`config.mk`:
```
export PLATFORM = sky130hd
export DESIGN_NAME = pdf_filter_top
export DESIGN_NICKNAME = d
export VERILOG_FILES = /design/src/rtl/pdf_pkg.sv /design/src/rtl/pdf_tickgen.sv /design/src/rtl/pdf_target.sv /design/src/rtl/pdf_qualifier.sv /design/src/rtl/pdf_filter_top.sv
export SDC_FILE = /design/constraint.sdc
export NUM_CORES = 1
export LEC_CHECK = 0
export BUFFER_PORTS_ARGS = -buffer_cell sky130_fd_sc_hd__buf_4
export CORE_MARGIN = 2
export CORE_UTILIZATION = 32
export DETAILED_ROUTE_END_ITERATION = 10
export HOLD_SLACK_MARGIN = 0.02
export SLEW_MARGIN = 10
export SYNTH_ARGS = -nofsm -noshare
export SYNTH_HDL_FRONTEND = slang
export SYNTH_SLANG_ARGS = --single-unit
```
`constraint.sdc`:
```
create_clock -name clk_i -period 3 [get_ports clk_i]
set_input_delay 0.6 -clock clk_i [delete_from_list [all_inputs] [get_ports clk_i]]
set_output_delay 0.6 -clock clk_i [all_outputs]
set_load 0.01 [all_outputs]
```
`src/rtl/pdf_pkg.sv`:
```
`timescale 1ns/1ps
package pdf_pkg;

    // codes 001..011 select a timed interval
    function automatic logic is_timed(input logic [2:0] code);
        return (code[2] == 1'b0) && (code[1:0] != 2'b00);
    endfunction

    // top bit set: request passes at once
    function automatic logic is_bypass(input logic [2:0] code);
        return code[2];
    endfunction

endpackage

```
`src/rtl/pdf_tickgen.sv`:
```
`timescale 1ns/1ps
module pdf_tickgen #(
    parameter int TICK_CYCLES = 200_000_000
) (
    input  logic clk_i,
    input  logic rst_ni,
    output logic tick_o
);
    generate
        if (TICK_CYCLES <= 1) begin : g_every_cycle
            assign tick_o = 1'b1;
        end else begin : g_divider
            localparam int PW = $clog2(TICK_CYCLES);
            localparam logic [PW-1:0] LAST = PW'(TICK_CYCLES - 1);

            typedef struct packed {
                logic [PW-1:0] pre;
                logic          tick;
            } tg_t;

            tg_t tg_d, tg_q;

            always_comb begin
                tg_d = tg_q;
                if (tg_q.pre == LAST) begin
                    tg_d.pre  = '0;
                    tg_d.tick = 1'b1;
                end else begin
                    tg_d.pre  = tg_q.pre + 1'b1;
                    tg_d.tick = 1'b0;
                end
            end

            always_ff @(posedge clk_i or negedge rst_ni) begin
                if (!rst_ni) tg_q <= '0;
                else         tg_q <= tg_d;
            end

            assign tick_o = tg_q.tick;

            // prescaler never leaves its range
            p_pre_range_r3: assert property (@(posedge clk_i) disable iff (!rst_ni)
                tg_q.pre <= LAST);
            // ticks are isolated single-cycle pulses
            p_tick_single_r3: assert property (@(posedge clk_i) disable iff (!rst_ni)
                tg_q.tick |=> !tg_q.tick);
        end
    endgenerate
endmodule

```
`src/rtl/pdf_target.sv`:
```
`timescale 1ns/1ps
module pdf_target #(
    parameter int SECS_SHORT = 4,
    parameter int SECS_MID   = 129,
    parameter int SECS_LONG  = 518,
    parameter int CW         = 10
) (
    input  logic [2:0]    code_i,
    output logic [CW-1:0] secs_o
);
    always_comb begin
        unique case (code_i[1:0])
            2'b01:   secs_o = CW'(SECS_SHORT);
            2'b10:   secs_o = CW'(SECS_MID);
            2'b11:   secs_o = CW'(SECS_LONG);
            default: secs_o = '0;
        endcase
        if (code_i[2]) secs_o = '0;
    end
endmodule

```
`src/rtl/pdf_qualifier.sv`:
```
`timescale 1ns/1ps
module pdf_qualifier
    import pdf_pkg::*;
#(
    parameter int CW = 10
) (
    input  logic          clk_i,
    input  logic          rst_ni,
    input  logic          tick_i,
    input  logic          req_i,
    input  logic [2:0]    code_i,
    input  logic          clr_i,
    input  logic [CW-1:0] target_i,
    output logic          irq_o,
    output logic          busy_o
);
    typedef struct packed {
        logic [CW-1:0] cnt;
        logic [2:0]    code;
        logic          irq;
        logic          fired;
        logic          busy;
    } qs_t;

    qs_t qs_d, qs_q;
    logic code_same;

    always_comb begin
        qs_d      = qs_q;
        qs_d.code = code_i;
        code_same = (code_i == qs_q.code);
        if (!req_i) begin
            qs_d.cnt   = '0;
            qs_d.irq   = 1'b0;
            qs_d.fired = 1'b0;
        end else begin
            if (!code_same) begin
                qs_d.cnt = '0;
            end else if (is_timed(code_i) && tick_i && (qs_q.cnt < target_i)) begin
                qs_d.cnt = qs_q.cnt + 1'b1;
            end
            if (!qs_q.fired && !clr_i) begin
                if (is_bypass(code_i) ||
                    (is_timed(code_i) && code_same && (qs_q.cnt == target_i))) begin
                    qs_d.irq   = 1'b1;
                    qs_d.fired = 1'b1;
                end
            end
            if (clr_i || (code_i == 3'b000)) qs_d.irq = 1'b0;
        end
        qs_d.busy = req_i && is_timed(code_i) && !qs_d.fired;
    end

    always_ff @(posedge clk_i or negedge rst_ni) begin
        if (!rst_ni) qs_q <= '0;
        else         qs_q <= qs_d;
    end

    assign irq_o  = qs_q.irq;
    assign busy_o = qs_q.busy;

    // bypass code answers on the next edge
    p_bypass_r5: assert property (@(posedge clk_i) disable iff (!rst_ni)
        (req_i && is_bypass(code_i) && !clr_i && !qs_q.fired) |=> irq_o);
    // count never passes the target of its own code
    p_cnt_bound_r3: assert property (@(posedge clk_i) disable iff (!rst_ni)
        (qs_q.code == code_i) |-> (qs_q.cnt <= target_i));
    // a code change clears the count
    p_restart_r7: assert property (@(posedge clk_i) disable iff (!rst_ni)
        (code_i != qs_q.code) |=> (qs_q.cnt == '0));
    // once cleared, no re-raise while the request holds
    p_no_refire_r8: assert property (@(posedge clk_i) disable iff (!rst_ni)
        (clr_i && req_i && $past(req_i) && irq_o) |=> (!irq_o && qs_q.fired));
endmodule

```
`src/rtl/pdf_filter_top.sv`:
```
`timescale 1ns/1ps
module pdf_filter_top #(
    parameter int TICK_CYCLES = 200_000_000,
    parameter int SECS_SHORT  = 4,
    parameter int SECS_MID    = 129,
    parameter int SECS_LONG   = 518
) (
    input  logic       clk_i,
    input  logic       rst_ni,
    input  logic       pd_req_i,
    input  logic [2:0] filt_code_i,
    input  logic       irq_clr_i,
    output logic       pd_irq_o,
    output logic       pd_busy_o
);
    localparam int MAXS = (SECS_LONG > SECS_MID) ?
                          ((SECS_LONG > SECS_SHORT) ? SECS_LONG : SECS_SHORT) :
                          ((SECS_MID > SECS_SHORT) ? SECS_MID : SECS_SHORT);
    localparam int CW = $clog2(MAXS + 1);

    logic          tick;
    logic [CW-1:0] target;

    pdf_tickgen #(.TICK_CYCLES(TICK_CYCLES)) u_tick (
        .clk_i  (clk_i),
        .rst_ni (rst_ni),
        .tick_o (tick)
    );

    pdf_target #(
        .SECS_SHORT(SECS_SHORT), .SECS_MID(SECS_MID),
        .SECS_LONG(SECS_LONG), .CW(CW)
    ) u_target (
        .code_i (filt_code_i),
        .secs_o (target)
    );

    pdf_qualifier #(.CW(CW)) u_qual (
        .clk_i    (clk_i),
        .rst_ni   (rst_ni),
        .tick_i   (tick),
        .req_i    (pd_req_i),
        .code_i   (filt_code_i),
        .clr_i    (irq_clr_i),
        .target_i (target),
        .irq_o    (pd_irq_o),
        .busy_o   (pd_busy_o)
    );

    // disabled code forces the interrupt low
    p_off_r2: assert property (@(posedge clk_i) disable iff (!rst_ni)
        (filt_code_i == 3'b000) |=> !pd_irq_o);
    // dropped request clears outputs
    p_drop_r6: assert property (@(posedge clk_i) disable iff (!rst_ni)
        !pd_req_i |=> (!pd_irq_o && !pd_busy_o));
    // interrupt only rises on a held request
    p_rise_req_r6: assert property (@(posedge clk_i) disable iff (!rst_ni)
        $rose(pd_irq_o) |-> $past(pd_req_i));
    // clear pulse drops the interrupt
    p_clr_r8: assert property (@(posedge clk_i) disable iff (!rst_ni)
        irq_clr_i |=> !pd_irq_o);
    // busy and interrupt are exclusive
    p_excl_r9: assert property (@(posedge clk_i) disable iff (!rst_ni)
        !(pd_busy_o && pd_irq_o));
endmodule

```
======== Word-level counts from Yosys, hierarchy flattened ========
Index checks and enable logic that the tools add are counted.
Widths: inputs -> output; s select.
word-level totals
  flip-flop bits (word level) ............. 45
  input port bits ......................... 7
  output and inout bits ................... 2
  word-level logic and storage cells ...... 46
cells by class
  add/subtract/negate cells ............... 2
  order comparisons ....................... 1
  equal/unequal tests ..................... 9
  muxes and demuxes ....................... 10
  bitwise operators ....................... 1
  reduce and logical (&&, ||, !) cells .... 16
operators by type and width
  kind                   count
  $mux 10                4
  $pmux 10 s3            1
  $mux 29                1
  $add 28x1->28 const B  1
  $eq 28x28->1 const B   1
  $add 10x1->10 const B  1
  $eq 10x10->1           1
  $lt 10x10->1           1
  $logic_and 1x1->1      8
  $mux 2                 3
  $ne 3x1->1 const B     2
  $eq 2x2->1 const B     2
  $eq 3x3->1             1
  $logic_not 1->1        3
  $logic_not 3->1        1
  $ne 3x3->1 const B     1
  $eq 2x1->1 const B     1
  $logic_or 1x1->1       2
  $reduce_and 2->1       1
  $reduce_bool 2->1      1
  $mux 1                 1
  $not 1->1              1

======== Depth between registers and ports, before layout ========
Gate-level depths: netlist of run 1.
  word-level depth ........................ 12
  gate-level depth with buffers ........... 9
  gate-level depth less buffers ........... 8

======== Cells and area by module ========
A second synthesis of run 1 with hierarchy kept.
second synthesis, totals
  cells, all modules ...................... 267
  area, all modules ....................... 2581.2 µm²
by module, submodules not included
  module         times used  cells an instance  area an instance (µm²)  sequential area each (µm²)
  pdf_tickgen    1           145                1481.4                  725.7
  pdf_qualifier  1           111                1017.2                  400.4
  pdf_target     1           11                 82.6                    0.0

======== Least setup slack after synthesis of run 1 ========
No wires, ideal clock.
  path kind ............................... in2reg
  start ................................... input port filt_code_i[0]
  end ..................................... register u_qual.qs_q[14] (netlist bit)
  library setup time ...................... 0.078 ns
  arrival time ............................ 2.833 ns
  data required time ...................... 2.922 ns
  path slack .............................. 0.089 ns
  cell stages on the path ................. 7
  path buffers ............................ 0
  path through ............................ or3b_2 -> ha_1 -> a211o_1 -> a2111oi_4 -> nand2_2 -> or4_1 -> a21oi_1
on the way
  longest elaborated chain between the ends .. 6
  elaborated cells on any way between the ends .. 14
  classes of those cells .................. order compare: 1; eq/ne: 5; mux: 4; reduce/logical: 4
RTL lines
  item                                      line                  RTL
  start, declared                           pdf_filter_top.sv:11  input logic [2:0] filt_code_i,
  $eq 2x2->1 or $eq 2x1->1 (tied branches)  pdf_target.sv:12      unique case (code_i[1:0])
  $pmux 10 s3                               pdf_target.sv:12
  $mux 10                                   pdf_target.sv:18      if (code_i[2]) secs_o = '0;
  $lt 10x10->1                              pdf_qualifier.sv:39   end else if (is_timed(code_i) && tick_i && (qs_q.cnt < target_i)) begin
  $logic_and 1x1->1                         pdf_qualifier.sv:39
  $ne 3x3->1 (no source line)               n/a
  end signal, assigned                      pdf_qualifier.sv:56   else qs_q <= qs_d;
  end, declared                             pdf_qualifier.sv:25   qs_t qs_d, qs_q;
Parallel ways exist; a longest one is shown, timed or not.
A chain may end at the register's enable or synchronous reset.

======== Final worst setup path of run 1 ========
  start ................................... input port filt_code_i[0]
  end ..................................... register u_qual.qs_q[9] (netlist bit)
Same word-level chain as after synthesis.

==> results of run 1 <==
-- final timing paths --
check / slack (ps) / cells past startpoint / start / endpoint
max: 180 / 9 / filt_code_i[0] / u_qual.qs_q[9]
max in group asynchronous: 2300 / 1 / rst_ni / u_tick.g_divider.tg_q[21]
min: 290 / 1 / rst_ni / u_qual.qs_q[10]
max reg2reg: 630 / 7 / u_qual.qs_q[13] / u_qual.qs_q[9]
min reg2reg: 460 / 1 / u_qual.qs_q[1] / u_qual.busy_o
min in group clk_i: 460 / 1 / u_qual.qs_q[1] / u_qual.busy_o
-- power breakdown --
part	total (W)	switching, W	internal (W)
registers	0.000612	0.00000190	0.000610
clock network	0.000376	0.000193	0.000183
logic	0.0000577	0.0000358	0.0000218
total	0.00105	0.000230	0.000815
-- cell usage in the layout (no fill, tap or decap), drive strengths merged, types with 9 or more instances in the layout --
master	n
buf	17
nand2	15
xor2	20
a21oi	9
nand4	12
nand3	15
nor2	27
xnor2	9
dfrtp	45
-- flip-flops by register name (all words and copies together) (netlist names) --
name                   count
u_qual.busy_o              1
u_qual.irq_o               1
u_qual.qs_q               14
u_tick.g_divider.tg_q     28
u_tick.tick_o              1
-- routing by layer --
metal / global-route usage [%] / vias to the layer above
met5: 0 / -
met4: 3.08 / 0
met3: 2.83 / 5
met2: 19.6 / 15
met1: 16.8 / 856
li1: - / 827
-- worst reg2reg max path: cells and delay by family (launching register included) --
family	cells	cell delay (ps)
buf+inv	1	190
compound gates	3	930
flops	1	420
fa+ha+maj	1	320
simple gates	2	420
-- layout make-up --
class,count,area (um2),share of cell area [%]
Sequential cell,45,1130,43.8
Multi-Input combinational cell,169,1100,42.6
Timing Repair Buffer,17,128,4.96
Tap cell,96,120,4.67
Clock buffer,7,86.3,3.36
Inverter,4,15.0,0.584
-- cells by family after synthesis --
family / after synthesis / share of synthesized area, %
flip-flops: 45 / 50.0
AND/OR/NAND/NOR: 106 / 25.1
XOR/XNOR: 29 / 11.3
AO/OA/AOI/OAI: 26 / 8.00
buffers and inverters: 7 / 1.28
adder cells (fa/ha/maj): 7 / 3.89
multiplexers: 1 / 0.445
-- metrics by stage --
step	setup TNS [ps]	hold slack (ps)	std cells
after floorplan	0	304	221
after global placement	-263	452	331
after detailed placement	-628	455	331
after CTS	0	326	338
after global routing	0	355	338
final	0	293	338
==> flow_summary.yaml, run 1 <==
floorplan:
  die_w_um: 87.9
  die_area_mm2: 0.00772
  rows: 30
  die_y_um: 87.9
  ios: 9
  core-area_mm2: 0.00679
  start_util_pct: 33.1
clocking:
  cts_sinks: 45
  cts_setup_buffers: 0
  h-tree-depth: 2
  cts-resized-gates: 0
  numCtsBuffers: 5
  root_buffer: "clkbuf_8"
  clk_path_buf_depth: 2
  clk_pin_slew_worst_paths_ps: 80
  clk_latency_ps: 290
  cts_tree: "yes"
  holdBufCountCts: 0
detailed_routing:
  wl_met3_um: 122
  highest_layer: "met4"
  viasPerCell: 5.04
  vias: 1703
  drc: 0
  wl_um: 4190
  wl_met1_um: 2020
  dr_wl_met2_um: 2020
  dr.pass1.iters: 4
  wl_per_cell_um: 12.4
  drtIter0Drc: 59
  postRouteAntennaNets: 0
grt:
  grt_use_total_pct: 12.2
  grt_max_degree: 46
  grt_pass1_wl_um: 7550
  grt.overflow.total: 0
  grt_pass1_vias: 1679
  antenna_found_initial: 0
yosys:
  syn_nets: 235
  yosysMostFrequentCell: "dfrtp_1"
  yosys-top-cells-area: "dfrtp_1 50%, xor2_1 7.8%, nor2_1 4.5%"
  yosys_warnings: 0
  synth_area_mm2: 0.00225
  synth_top_area_share_pct: 50.0
  ys_seq_area_share_pct: 50.0
  synth_flop_cell: "dfrtp_1"
  synth_common_cells: "45 x dfrtp_1, 27 x nor2_1, 20 x xor2_1"
  synth-seq-cells: 45
  async_reset_ff_share_pct: 100
  avgSynthCellArea_um2: 10.2
  ys_types: 37
  synth-edff-count: 0
  synth_top_cell_by_area: "dfrtp_1"
  synthCells: 221
sta:
  setup_slack_ps: 178
  setup_viol: 0
  fmax_mhz: 354
  tightestPinTransition_ps: 641
  fin_crit_ps: 2820
  skew_ps: 6.42
  relSlewSlack_pct: 57.3
  drv_slew: 0
  rsz0062_at_grt: "false"
  finalHoldViolCount: 0
  period_share_pct: 94.1
setup_path:
  endpoint_kind: "flop"
  cp_common_cell: "buf_4"
  crit_buf_inv: 2
  critPathKind: "in -> reg"
  crit_arrival_ps: 3040
  cp-start-kind: "primary input"
  required_ps: 3220
  slowest_stage: "or3b_2"
  path_cells: "buf_4, or3b_2, ha_1, a211o_1, a2111oi_4, buf_4, nand4_1, or3_1, a21oi_1"
  worst-path-max-fanout: 3
  critPathTopFamily: "compound AO/OA/AOI/OAI gates"
  max_stage_delay_ps: 470
finish:
  drive_gt1_share_pct: 11.6
  fin_util_pct: 37.8
  final_cell_area_mm2: 0.00257
  fill_cells: 707
  finalNetCount: 256
  antennaDiodeCount: 0
  area_growth_pct: 14.2
placement:
  dp_hpwl_um: 2870
  preCtsSetupSlack_ps: -137
  dpl_cell_area_mm2: 0.00248
  io_buffers: 8
  gp_congestion: 0.782
power:
  p_leak_nw: 1.10
  vdd_ir_drop_max_uv: 334
  total_power_w: 0.00105
  p_per_area_mw_per_mm2: 407
status:
  run_status: "completed"
flow_run:
  drv_cap: 0
hold_path:
  min_path_type: "in -> async"
Note: power is estimated with default switching activity, not from simulation.
==> inputs of run 2 (changes only) <==
Settings changed: CORE_UTILIZATION 32 to 55, PLACE_DENSITY set to 0.75.
Clock period 3 ns to 2.3 ns, I/O delays scaled along.
==> run 2 against run 1 <==
The flow now finishes with violations (negative setup slack); sequential cell count unchanged; count of clock-buffer cells in the layout down 1; via count increased by 0.70%; largest power group unchanged; highest routed layer unchanged; critical path depth shrank 1.
==> flow_summary.yaml, run 2 (synthesis gave the netlist of run 1 again) <==
floorplan:
  start_util_pct: 56.7
  die_y_um: 68.0
  ios: 9
  die_area_mm2: 0.00462
  core-area_mm2: 0.00397
  die_w_um: 68.0
  rows: 23
placement:
  io_buffers: 8
  dp_hpwl_um: 2850
  gp_congestion: 0.746
  dpl_cell_area_mm2: 0.00247
clocking:
  numCtsBuffers: 5
  clk_latency_ps: 290
  cts_sinks: 45
  cts_tree: "yes"
  h-tree-depth: 2
  clk_pin_slew_worst_paths_ps: 80
  root_buffer: "clkbuf_8"
  clk_path_buf_depth: 2
detailed_routing:
  drc: 0
  dr.pass1.iters: 4
  wl_um: 4200
  postRouteAntennaNets: 0
  vias: 1715
  drtIter0Drc: 98
  wl_per_cell_um: 14.1
  viasPerCell: 5.76
finish:
  fill_cells: 336
  reg_top3: "u_tick.g_divider.tg_q (28), u_qual.qs_q (14)"
  drive_gt1_share_pct: 16.5
  final_cell_area_mm2: 0.00260
  mostFrequentLayoutCells: "45 x dfrtp_1, 27 x nor2_1, 20 x xor2_1, 20 x buf_4, 15 x nand3_1"
  final_common_cell: "dfrtp_1"
  largest-register: "u_tick.g_divider.tg_q"
  antennaDiodeCount: 0
  largest_reg_flops: 28
  area_growth_pct: 15.7
  finalNetCount: 261
setup_path:
  cp_num_cells: 8
  crit_buf_inv: 1
  reg2reg_from: "u_qual.qs_q[13]"
  critPathLaunch: "filt_code_i[0]"
  required_ps: 2520
  max_stage_delay_ps: 430
  critPathTopFamily: "simple AND/OR/NAND/NOR gates"
  endpoint_kind: "flop"
  path_cells: "buf_6, or3b_4, ha_4, a211o_1, a2111oi_4, nand2_2, or4_1, a21oi_1"
  slowest_stage: "a2111oi_4"
  cp-start-kind: "primary input"
  worst-path-max-fanout: 5
  reg2reg_depth: 6
  critPathKind: "in -> reg"
  crit_arrival_ps: 2610
status:
  run_status: "complete, but fails checks"
  violations: "negative setup slack"
power:
  total_power_w: 0.00134
  p_per_area_mw_per_mm2: 515
  vdd_ir_drop_max_uv: 431
  p_leak_nw: 1.14
grt:
  grt.overflow.total: 0
  grt_max_degree: 46
  antenna_found_initial: 0
  grt_pass1_vias: 1569
  grt_use_total_pct: 19.9
  grt_pass1_wl_um: 6870
sta:
  skew_ps: 9.11
  rsz0062_at_grt: "true"
  tightestPinTransition_ps: 558
  relSlewSlack_pct: 62.8
  drv_slew: 0
  fmax_mhz: 419
  setup_slack_ps: -86.9
  fin_crit_ps: 2390
  setup_viol: 7
  period_share_pct: 104
  finalHoldViolCount: 0
hold_path:
  min_path_type: "in -> async"
flow_run:
  drv_cap: 0
[run 2: cell types whose count changed in the layout (fill, tap and decap cells not counted), moves of 2 or more]
cell,change
buf_6,+2
a21oi_1,-3
or3_4,+3
or3_2,-2
a21oi_2,+3
buf_4,+3
o21ai_0,-3
o21ai_1,+3
clkinv_2,+2
[run 2: final timing paths]
kind | slack, ps | to
worst max-delay path | -90 | u_qual.qs_q[14]
worst min-delay path | 150 | u_qual.qs_q[9]
worst max register to register | 80 | u_qual.qs_q[14]
worst min register to register | 470 | u_tick.g_divider.tg_q[1]
max in group asynchronous | 1760 | u_tick.g_divider.tg_q[8]
min in group clk_i | 330 | u_qual.irq_o
[run 2: timing repair]
item,CTS,global route
pin swaps,1,3
gates resized for setup,2,8
gates cloned,0,0
hold endpoints to repair,0,0
hold buffers,0,0
endpoints found under the setup margin,4,10
buffers inserted,1,2
[run 2: report_power, final]
| part | internal [W] | leakage [nW] | switching [W] | total (W) |
|---|---|---|---|---|
| combinational | 0.0000336 | 0.489 | 0.0000501 | 0.0000838 |
| clock | 0.000211 | 0.0450 | 0.000248 | 0.000458 |
| sequential | 0.000796 | 0.606 | 0.00000250 | 0.000798 |
| total | 0.00104 | 1.14 | 0.000300 | 0.00134 |
[run 2: area by class of cell]
| class | instances | area (um2) | area share, % |
|---|---|---|---|
| Clock buffer | 6 | 72.6 | 2.79 |
| Clock inverter | 2 | 10.0 | 0.384 |
| Inverter | 4 | 15.0 | 0.577 |
| Multi-Input combinational cell | 169 | 1140 | 44.0 |
| Sequential cell | 45 | 1130 | 43.2 |
| Tap cell | 50 | 62.6 | 2.40 |
| Timing Repair Buffer | 22 | 173 | 6.63 |
[run 2: per-stage QoR]
step	utilization (%)	worst slack, ps	hold slack [ps]	setup TNS, ps	cells
after detailed placement	62.2	-387	455	-2890	287
after global placement	62.2	-330	451	-2460	287
after global routing	65.6	-165	192	-938	298
after CTS	64.7	-39.8	164	-70.9	296
final	65.6	-86.9	154	-250	298
after floorplan	-	-142	164	-675	221
[run 2: routing by layer]
layer  wire [um]  GRT usage (%)  vias to the layer above
met5           0              0                        -
met4          65           7.50                        0
met3         135           5.10                        8
met2        2060           32.6                       26
met1        1930           25.4                      840
li1            -              -                      841
==> inputs of run 3 (changes only) <==
Settings changed: CORE_UTILIZATION 55 to 30, PLACE_DENSITY 0.75 to not set.
==> run 3 against run 2 <==
The flow still finishes with violations (negative setup slack); first-iteration DRC count down 44%; via count down 2.7%; register-to-register slack about the same; clock power up 7.0%; utilization down 29 points; final cell count up 16%; sequential power about the same; hold slack worse by 2.0 ps; routed wire length up 2.5%; critical path type unchanged; largest cell class unchanged; largest power group unchanged.
==> flow_summary.yaml, run 3 (synthesis gave the netlist of run 1 again) <==
detailed_routing:
  wl_per_cell_um: 12.4
  postRouteAntennaNets: 0
  drc: 0
  viasPerCell: 4.81
  vias: 1669
  wl_um: 4310
  dr.pass1.iters: 6
  drtIter0Drc: 55
power:
  p_per_area_mw_per_mm2: 514
  power.internal_w: 0.00107
  vdd_ir_drop_max_uv: 263
  power_frac_comb_pct: 6.2
  p_seq_share_pct: 58.1
  p_sw_w: 0.000304
  clkPwrFrac_pct: 35.7
  p_leak_nw: 1.14
  swShare_pct: 22.1
clocking:
  h-tree-depth: 2
  clk_pin_slew_worst_paths_ps: 80
  root_buffer: "clkbuf_8"
  numCtsBuffers: 5
  clk_latency_ps: 300
  cts_tree: "yes"
  cts_sinks: 45
  clk_path_buf_depth: 2
placement:
  io_buffers: 8
  dp_hpwl_um: 2960
  preCtsSetupSlack_ps: -393
  gp_congestion: 0.792
sta:
  setup_tns_ps: -285
  skew_ps: 8.60
  setup_slack_ps: -83.3
  timing.hold.ws_ps: 152
  tightestPinTransition_ps: 575
  drv_slew: 0
  fmax_mhz: 420
  period_share_pct: 104
  relSlewSlack_pct: 61.7
  finalHoldViolCount: 0
  setup_viol: 7
  fin_crit_ps: 2380
  rsz0062_at_grt: "true"
setup_path:
  worst-path-max-fanout: 5
  r2r_slack_ps: 80
  crit_arrival_ps: 2610
  max_stage_delay_ps: 400
  endpoint_kind: "flop"
  cp-start-kind: "primary input"
  critPathKind: "in -> reg"
  required_ps: 2530
  path_cells: "buf_6, or3b_4, ha_4, a211o_1, a2111oi_4, buf_4, nand2_2, or4_1, a21oi_1"
  slowest_stage: "or3b_4"
floorplan:
  rows: 31
  die_w_um: 90.6
  die_y_um: 90.6
  core-area_mm2: 0.00725
  die_area_mm2: 0.00821
  start_util_pct: 31.0
  ios: 9
finish:
  finalNetCount: 262
  antennaDiodeCount: 0
  drive_gt1_share_pct: 16.1
  area_growth_pct: 18.7
  mostFrequentLayoutCells: "45 x dfrtp_1, 27 x nor2_1, 21 x buf_4, 20 x xor2_1, 15 x nand3_1"
  largest-register: "u_tick.g_divider.tg_q"
  reg_top3: "u_tick.g_divider.tg_q (28), u_qual.qs_q (14)"
  final_common_cell: "dfrtp_1"
  largest_reg_flops: 28
grt:
  grt_pass1_vias: 1628
  grt.overflow.total: 0
  grt_max_degree: 46
  grt_pass1_wl_um: 7780
  antenna_found_initial: 0
  grt_use_total_pct: 11.6
status:
  violations: "negative setup slack"
  run_status: "complete, but fails checks"
hold_path:
  min_path_type: "in -> async"
flow_run:
  drv_cap: 0
## run 3: repair_timing
action,in CTS,in global routing
setup buffers,0,3
endpoints found under the hold margin,0,0
pin swaps,4,7
hold buffers,0,0
setup endpoints to repair,5,6
resized for setup,2,4
cloned,0,0
## run 3: worst max-delay path, delay by kind of cell
family / cells / cell delay, ps
AND/OR/NAND/NOR: 3 / 860
adder cells (fa/ha/maj): 1 / 220
buffers and inverters: 2 / 280
AO/OA/AOI/OAI: 3 / 770
## run 3: area by class of cell
cell class	count	area (um2)
clock buffers	7	86.3
fillers	747	4580
inverters	4	15.0
multi-input cells	169	1140
flip-flops and latches	45	1130
well taps	99	124
repair buffers	23	180
## run 3: path summary, 6_finish.rpt
kind / from / to / depth (start not counted)
min in group clk_i: irq_clr_i / u_qual.irq_o / 2
min: rst_ni / u_qual.qs_q[11] / 1
max: filt_code_i[0] / u_qual.qs_q[14] / 9
max in group asynchronous: rst_ni / u_tick.g_divider.tg_q[4] / 1
max reg2reg: u_qual.qs_q[13] / u_qual.qs_q[14] / 7
min reg2reg: u_tick.g_divider.tg_q[1] / u_tick.g_divider.tg_q[1] / 1
## run 3: per-layer routing
layer	GRT usage [%]	routed length (um)	up-vias
li1	-	-	845
met1	16.2	2180	803
met2	17.8	1940	14
met3	2.75	129	7
met4	3.85	64	0
met5	0	0	-
## run 3: per-stage QoR
stage	cell area [um2]	utilization (%)	cells	power (W)
after floorplan	2280	-	221	0.000847
after global placement	2540	35.0	337	0.000897
after detailed placement	2540	35.0	337	0.000898
after CTS	2630	36.3	344	0.00140
after global routing	2670	36.8	347	0.00145
final	2670	36.8	347	0.00137
## run 3: power groups by stage
stage	Combinational, W	Clock [W]	Sequential (W)
after global placement	0.0000827	0	0.000814
after detailed placement	0.0000837	0	0.000814
final	0.0000854	0.000490	0.000799
after CTS	0.0000853	0.000517	0.000799
after floorplan	0.0000321	0	0.000815
after global routing	0.0000970	0.000554	0.000799
